`config.mk`:
```
export PLATFORM = sky130hd
export DESIGN_NAME = vio_irq_ctrl
export DESIGN_NICKNAME = d
export VERILOG_FILES = /design/src/rtl/vio_irq_pkg.sv /design/src/rtl/vio_isr_reg.sv /design/src/rtl/vio_msg_fifo.sv /design/src/rtl/vio_msg_arb.sv /design/src/rtl/vio_irq_ctrl.sv
export SDC_FILE = /design/constraint.sdc
export NUM_CORES = 1
export LEC_CHECK = 0
export ABC_AREA = 1
export BUFFER_PORTS_ARGS = -buffer_cell sky130_fd_sc_hd__buf_4
export CAP_MARGIN = 40
export CORE_AREA = 2 2 100 102
export CTS_BUF_LIST = sky130_fd_sc_hd__clkbuf_8
export DETAILED_ROUTE_END_ITERATION = 16
export DIE_AREA = 0 0 102 104
export HOLD_SLACK_MARGIN = 0.05
export PLACE_DENSITY = 0.8
export SLEW_MARGIN = 0
export SYNTH_ARGS = -nofsm -noshare
export SYNTH_HDL_FRONTEND = slang
export SYNTH_SLANG_ARGS = --single-unit
```
`constraint.sdc`:
```
create_clock -name clk_i -period 3.35 [get_ports clk_i]
set_clock_uncertainty 0.2 [all_clocks]
set_input_delay 0.67 -clock clk_i [delete_from_list [all_inputs] [get_ports clk_i]]
set_output_delay 0.67 -clock clk_i [all_outputs]
set_load 0.01 [all_outputs]
```
`src/rtl/vio_irq_pkg.sv`:
```
package vio_irq_pkg;
  localparam int unsigned VEC_W     = 16;
  localparam logic [VEC_W-1:0] NO_VEC = 16'hFFFF;
  localparam int unsigned Q_BIT     = 0;
  localparam int unsigned CFG_BIT   = 1;
endpackage

```
`src/rtl/vio_isr_reg.sv`:
```
module vio_isr_reg
  import vio_irq_pkg::*;
(
  input  logic       clk_i,
  input  logic       rst_ni,
  input  logic       msix_en_i,
  input  logic       cfg_evt_i,
  input  logic       q_any_i,
  input  logic       rd_i,
  output logic [7:0] isr_o,
  output logic       intx_o
);
  logic q_flag_q, cfg_flag_q;
  logic q_flag_d, cfg_flag_d;

  // read clears, but a same-cycle event survives
  always_comb begin
    q_flag_d   = (q_flag_q & ~rd_i) | (q_any_i & ~msix_en_i);
    cfg_flag_d = (cfg_flag_q & ~rd_i) | cfg_evt_i;
  end

  always_ff @(posedge clk_i or negedge rst_ni) begin
    if (!rst_ni) begin
      q_flag_q   <= 1'b0;
      cfg_flag_q <= 1'b0;
    end else begin
      q_flag_q   <= q_flag_d;
      cfg_flag_q <= cfg_flag_d;
    end
  end

  always_comb begin
    isr_o          = '0;
    isr_o[Q_BIT]   = q_flag_q;
    isr_o[CFG_BIT] = cfg_flag_q;
  end

  assign intx_o = ~msix_en_i & (q_flag_q | cfg_flag_q);

  p_cfg_set_r4: assert property (@(posedge clk_i) disable iff (!rst_ni)
    cfg_evt_i |=> isr_o[CFG_BIT]);
  p_q_masked_r5: assert property (@(posedge clk_i) disable iff (!rst_ni)
    (msix_en_i && !isr_o[Q_BIT]) |=> !isr_o[Q_BIT]);
  p_rd_clear_r2: assert property (@(posedge clk_i) disable iff (!rst_ni)
    (rd_i && !cfg_evt_i && !q_any_i) |=> (isr_o == 8'h00));
endmodule

```
`src/rtl/vio_msg_fifo.sv`:
```
module vio_msg_fifo #(
  parameter int unsigned W     = 16,
  parameter int unsigned DEPTH = 4
) (
  input  logic         clk_i,
  input  logic         rst_ni,
  input  logic         push_i,
  input  logic [W-1:0] data_i,
  output logic         full_o,
  output logic         valid_o,
  input  logic         ready_i,
  output logic [W-1:0] data_o
);
  localparam int unsigned AW = (DEPTH > 1) ? $clog2(DEPTH) : 1;

  logic [W-1:0] mem_q [DEPTH];
  logic [AW:0]  wr_ptr_q, rd_ptr_q;
  logic         empty, pop;

  assign empty   = (wr_ptr_q == rd_ptr_q);
  assign full_o  = (wr_ptr_q[AW-1:0] == rd_ptr_q[AW-1:0]) && (wr_ptr_q[AW] != rd_ptr_q[AW]);
  assign valid_o = ~empty;
  assign data_o  = mem_q[rd_ptr_q[AW-1:0]];
  assign pop     = valid_o & ready_i;

  always_ff @(posedge clk_i or negedge rst_ni) begin
    if (!rst_ni) begin
      wr_ptr_q <= '0;
      rd_ptr_q <= '0;
    end else begin
      if (push_i) wr_ptr_q <= wr_ptr_q + 1'b1;
      if (pop)    rd_ptr_q <= rd_ptr_q + 1'b1;
    end
  end

  always_ff @(posedge clk_i) begin
    if (push_i) mem_q[wr_ptr_q[AW-1:0]] <= data_i;
  end

  p_no_overflow_r11: assert property (@(posedge clk_i) disable iff (!rst_ni)
    push_i |-> !full_o);
  p_hold_r10: assert property (@(posedge clk_i) disable iff (!rst_ni)
    (valid_o && !ready_i) |=> (valid_o && $stable(data_o)));
endmodule

```
`src/rtl/vio_msg_arb.sv`:
```
module vio_msg_arb #(
  parameter int unsigned NUM_SRC = 5,
  parameter int unsigned W       = 16
) (
  input  logic                 clk_i,
  input  logic                 rst_ni,
  input  logic [NUM_SRC-1:0]   req_i,
  input  logic [NUM_SRC*W-1:0] vec_i,
  input  logic                 full_i,
  output logic                 push_o,
  output logic [W-1:0]         vec_o
);
  localparam int unsigned SW = (NUM_SRC > 1) ? $clog2(NUM_SRC) : 1;

  logic [NUM_SRC-1:0] pend_q, grant;
  logic [SW-1:0]      sel;

  // lowest index wins: configuration is source 0
  always_comb begin
    sel = '0;
    for (int i = NUM_SRC - 1; i >= 0; i--) begin
      if (pend_q[i]) sel = SW'(i);
    end
  end

  assign push_o = (|pend_q) & ~full_i;
  assign grant  = push_o ? (NUM_SRC'(1) << sel) : '0;
  assign vec_o  = vec_i[sel*W +: W];

  always_ff @(posedge clk_i or negedge rst_ni) begin
    if (!rst_ni) pend_q <= '0;
    else         pend_q <= (pend_q & ~grant) | req_i;
  end
endmodule

```
`src/rtl/vio_irq_ctrl.sv`:
```
module vio_irq_ctrl
  import vio_irq_pkg::*;
#(
  parameter int unsigned NUM_Q      = 4,
  parameter int unsigned FIFO_DEPTH = 4
) (
  input  logic                   clk_i,
  input  logic                   rst_ni,
  input  logic                   msix_en_i,
  input  logic                   cfg_evt_i,
  input  logic [NUM_Q-1:0]       q_evt_i,
  input  logic [VEC_W-1:0]       cfg_vec_i,
  input  logic [NUM_Q*VEC_W-1:0] q_vec_i,
  input  logic                   isr_rd_i,
  output logic [7:0]             isr_rdata_o,
  output logic                   intx_o,
  output logic                   msg_valid_o,
  input  logic                   msg_ready_i,
  output logic [VEC_W-1:0]       msg_vec_o
);
  localparam int unsigned NUM_SRC = NUM_Q + 1;

  logic [NUM_SRC-1:0]       src_req;
  logic [NUM_SRC*VEC_W-1:0] src_vec;
  logic                     fifo_full, push;
  logic [VEC_W-1:0]         push_vec;

  assign src_vec[VEC_W-1:0] = cfg_vec_i;
  assign src_req[0] = cfg_evt_i & msix_en_i & (cfg_vec_i != NO_VEC);

  for (genvar g = 0; g < NUM_Q; g++) begin : g_qsrc
    assign src_vec[(g+1)*VEC_W +: VEC_W] = q_vec_i[g*VEC_W +: VEC_W];
    assign src_req[g+1] = q_evt_i[g] & msix_en_i & (q_vec_i[g*VEC_W +: VEC_W] != NO_VEC);
  end

  vio_isr_reg i_isr (
    .clk_i     (clk_i),
    .rst_ni    (rst_ni),
    .msix_en_i (msix_en_i),
    .cfg_evt_i (cfg_evt_i),
    .q_any_i   (|q_evt_i),
    .rd_i      (isr_rd_i),
    .isr_o     (isr_rdata_o),
    .intx_o    (intx_o)
  );

  vio_msg_arb #(.NUM_SRC(NUM_SRC), .W(VEC_W)) i_arb (
    .clk_i  (clk_i),
    .rst_ni (rst_ni),
    .req_i  (src_req),
    .vec_i  (src_vec),
    .full_i (fifo_full),
    .push_o (push),
    .vec_o  (push_vec)
  );

  vio_msg_fifo #(.W(VEC_W), .DEPTH(FIFO_DEPTH)) i_fifo (
    .clk_i   (clk_i),
    .rst_ni  (rst_ni),
    .push_i  (push),
    .data_i  (push_vec),
    .full_o  (fifo_full),
    .valid_o (msg_valid_o),
    .ready_i (msg_ready_i),
    .data_o  (msg_vec_o)
  );

  p_no_novec_r8: assert property (@(posedge clk_i) disable iff (!rst_ni)
    msg_valid_o |-> (msg_vec_o != NO_VEC));
endmodule

```
==> results.py <==
metrics = {
    "placed_design": {
        "io_buffers": 109,
        "place_hpwl_um": 8300,
        "gp_congestion": 0.867,
        "place_ws_ps": 938,
        "placed_area_sq_um": 5090,
    },
    "cts": {
        "cts_setup_buffers": 0,
        "clock_path_buffers": 2,
        "postCtsHoldBufs": 1,
        "cts_made_buffers": 9,
        "clock-root-buffer": "clkbuf_8",
        "path_clk_slew_ps": 80,
        "cts_tree": "yes",
        "clk_latency_ps": 350,
        "cts_resized": 0,
        "clkSinkCount": 77,
        "cts_max_level": 3,
    },
    "yosys": {
        "async_flop_share": 0.169,
        "synth-seq-area-share": 0.535,
        "synth_top_family_by_area": "simple AND/OR/NAND/NOR gates",
        "synthAdderAreaFrac": 0.0149,
        "syn_avg_cell_area_sq_um": 8.83,
        "synth-xor-area-share": 0.0125,
        "syn_area_sq_um": 4200,
        "synth-compound-area-share": 0.0756,
        "synth_seq_cells": 77,
        "synthSimpleGateAreaFrac": 0.288,
        "yosys-mux-area-fraction": 0,
        "synth.top_cell.area_share": 0.457,
        "syn_inst": 476,
        "synthFlopType": "edfxtp_1",
        "synth_area_leaders": "edfxtp_1 (46%), nand2_1 (8.9%), nand3_1 (8.6%), dfrtp_1 (7.7%), nand4_1 (5.1%)",
        "ys_warn_count": 0,
        "synth.distinct_cells": 29,
        "yosysTopAreaCell": "edfxtp_1",
        "synth-edff-count": 64,
    },
    "power": {
        "power.internal_mw": 2.94,
        "peakVddDrop_uv": 407,
        "p_switching_mw": 2.15,
        "p_leak_nw": 2.27,
        "power.share.clock": 0.126,
        "power.density_nw_per_um2": 965,
        "pwr-share-seq": 0.395,
        "combPwrFrac": 0.479,
        "p_sw_frac": 0.423,
    },
    "detailed_routing": {
        "maxUsedRoutingLayer": "met4",
        "viasPerCell": 5.27,
        "drt_drc_violations_left": 0,
        "drt-met1-wl_um": 4500,
        "wl_met2_um": 5530,
        "vias": 3776,
        "wire_per_inst_um": 15.5,
        "wl_met3_um": 866,
        "wl_um": 11100,
        "drtAntennaViolNets": 0,
        "drtIter0Drc": 307,
        "drt_first_pass_iters": 5,
    },
    "sta": {
        "finalCritPeriodShare": 0.792,
        "slew_violations": 0,
        "timing.slew.headroom": 0.498,
        "tightestPinTransition_ps": 754,
        "worst_slack_ps": 698,
        "rsz0062_at_grt": "false",
        "fmax_mhz": 377,
        "tns_ps": 0,
        "hold_viol_final": 0,
        "fin_crit_ps": 2650,
        "setup_viol": 0,
    },
    "final_layout": {
        "n_antenna_cell": 0,
        "final_nets": 673,
        "fillCellCount": 871,
        "area_growth_pct": 25.6,
        "stdcell_area_sq_um": 5280,
        "drive_gt1_frac": 0.252,
    },
    "floorplanning": {
        "core-area_sq_um": 9550,
        "die_h_um": 104,
        "die_area_sq_um": 10600,
        "initial_utilization": 0.440,
        "rows": 36,
        "die_w_um": 102,
        "io_pins": 116,
    },
    "global_routing": {
        "antenna_found_initial": 0,
        "grt_pass1_vias": 3688,
        "grt.total_usage": 0.220,
        "overflow": 0,
        "grt_pass1_wl_um": 18200,
        "grt_max_degree": 36,
    },
    "run": {
        "drv_cap": 0,
    },
    "setup_path": {
        "startpoint_type": "flop",
        "arrival_ps": 1780,
        "worstSetupPathType": "flop to primary output",
        "worstPathRequired_ps": 2480,
        "endpoint_kind": "primary output",
        "path_max_fanout": 21,
    },
    "run_status": {
        "status": "finished clean",
    },
    "hold_path": {
        "min_path_type": "input port to flop",
    },
}
-- worst max-delay path, stage by stage (launching register included) --
cell,delay [ps]
dfrtp_1,380
inv_1,270
buf_4,320
o21ai_0,110
o22ai_1,190
buf_4,160
-- state kept, by name, indices dropped and copies added, names as in the netlist --
| register | count |
|---|---|
| i_isr.cfg_flag_q | 1 |
| i_isr.q_flag_q | 1 |
| i_fifo.wr_ptr_q | 3 |
| i_arb.pend_q | 5 |
| i_fifo.rd_ptr_q | 3 |
| i_fifo.mem_q | 64 |
-- path summary, 6_finish.rpt --
path                                                      from  cells past startpoint  slack (ps)                      endpoint
worst max-delay path            i_fifo.rd_ptr_q[0]$_DFFE_PN0P_                      5         700                  msg_vec_o[9]
worst min-delay path                                  isr_rd_i                      2         300    i_isr.cfg_flag_q$_DFF_PN0_
min in group asynchronous                               rst_ni                      2         510    i_isr.cfg_flag_q$_DFF_PN0_
worst min register to register      i_isr.cfg_flag_q$_DFF_PN0_                      2         360    i_isr.cfg_flag_q$_DFF_PN0_
max in group asynchronous                               rst_ni                      2        2270     i_arb.pend_q[3]$_DFF_PN0_
worst max register to register       i_arb.pend_q[2]$_DFF_PN0_                      8         910  i_fifo.mem_q[0][1]$_DFFE_PP_
-- final cells by class --
class	instances	area [sq um]	area share
inverters	35	131	0.0249
well taps	133	166	0.0315
multi-input cells	337	1660	0.315
clock inverters	7	58.8	0.0111
flip-flops and latches	77	2250	0.426
repair buffers	118	888	0.168
clock buffers	9	124	0.0235
-- logic make-up (layout without fill, tap and decap cells) --
logic type | count (synthesis) | after routing
adder cells (fa/ha/maj) | 5 | 5
other | 1 | 6
buffers and inverters | 67 | 169
AO/OA/AOI/OAI | 57 | 57
AND/OR/NAND/NOR | 263 | 263
XOR/XNOR | 6 | 6
flip-flops | 77 | 77
-- cell usage after synthesis, types with 2 or more instances --
| library cell | instances |
|---|---|
| nand3_1 | 72 |
| o22ai_1 | 17 |
| nand2_2 | 3 |
| buf_2 | 11 |
| buf_4 | 12 |
| nand2_1 | 100 |
| nand4_1 | 34 |
| xnor2_1 | 5 |
| o21bai_1 | 3 |
| nor2_2 | 2 |
| nor2_1 | 44 |
| edfxtp_1 | 64 |
| or2_2 | 2 |
| inv_2 | 3 |
| nor2_4 | 2 |
| dfrtp_1 | 13 |
| buf_1 | 2 |
| o21ai_0 | 35 |
| inv_1 | 32 |
| clkbuf_1 | 7 |
| ha_1 | 5 |
-- power by group through the flow --
stage | Sequential [mW] | Combinational [mW] | Clock [mW]
2_1_floorplan | 1.95 | 1.60 | 0
3_3_place_gp | 2.01 | 2.37 | 0
3_5_place_dp | 2.03 | 2.45 | 0
4_1_cts | 2.01 | 2.45 | 0.654
5_1_grt | 2.07 | 2.75 | 0.691
6_report | 2.01 | 2.44 | 0.642
-- layer usage --
layer	vias up	GRT usage
met1	1731	0.280
met5	-	0
li1	1849	-
met4	0	0.0695
met2	180	0.374
met3	16	0.0430
-- layout by cell type, fill, tap and decap left out, types with 3 or more instances in the layout --
master,count
inv_2,3
ha_1,5
conb_1,6
nand2_2,3
nand4_1,34
nor2_1,44
inv_1,32
clkbuf_8,9
buf_4,117
o22ai_1,17
o21bai_1,3
o21ai_0,35
nand3_1,72
dfrtp_1,13
xnor2_1,5
edfxtp_1,64
clkinvlp_4,4
nand2_1,100
-- per-stage QoR --
step	instances	utilization	power, mW	hold WS (ps)
after floorplan	481	-	3.55	174
after global placement	699	0.533	4.37	318
after detailed placement	699	0.533	4.48	327
after CTS	716	0.553	5.12	291
after global routing	716	0.553	5.51	298
final	716	0.553	5.10	305
(Power assumes the default switching activity.)
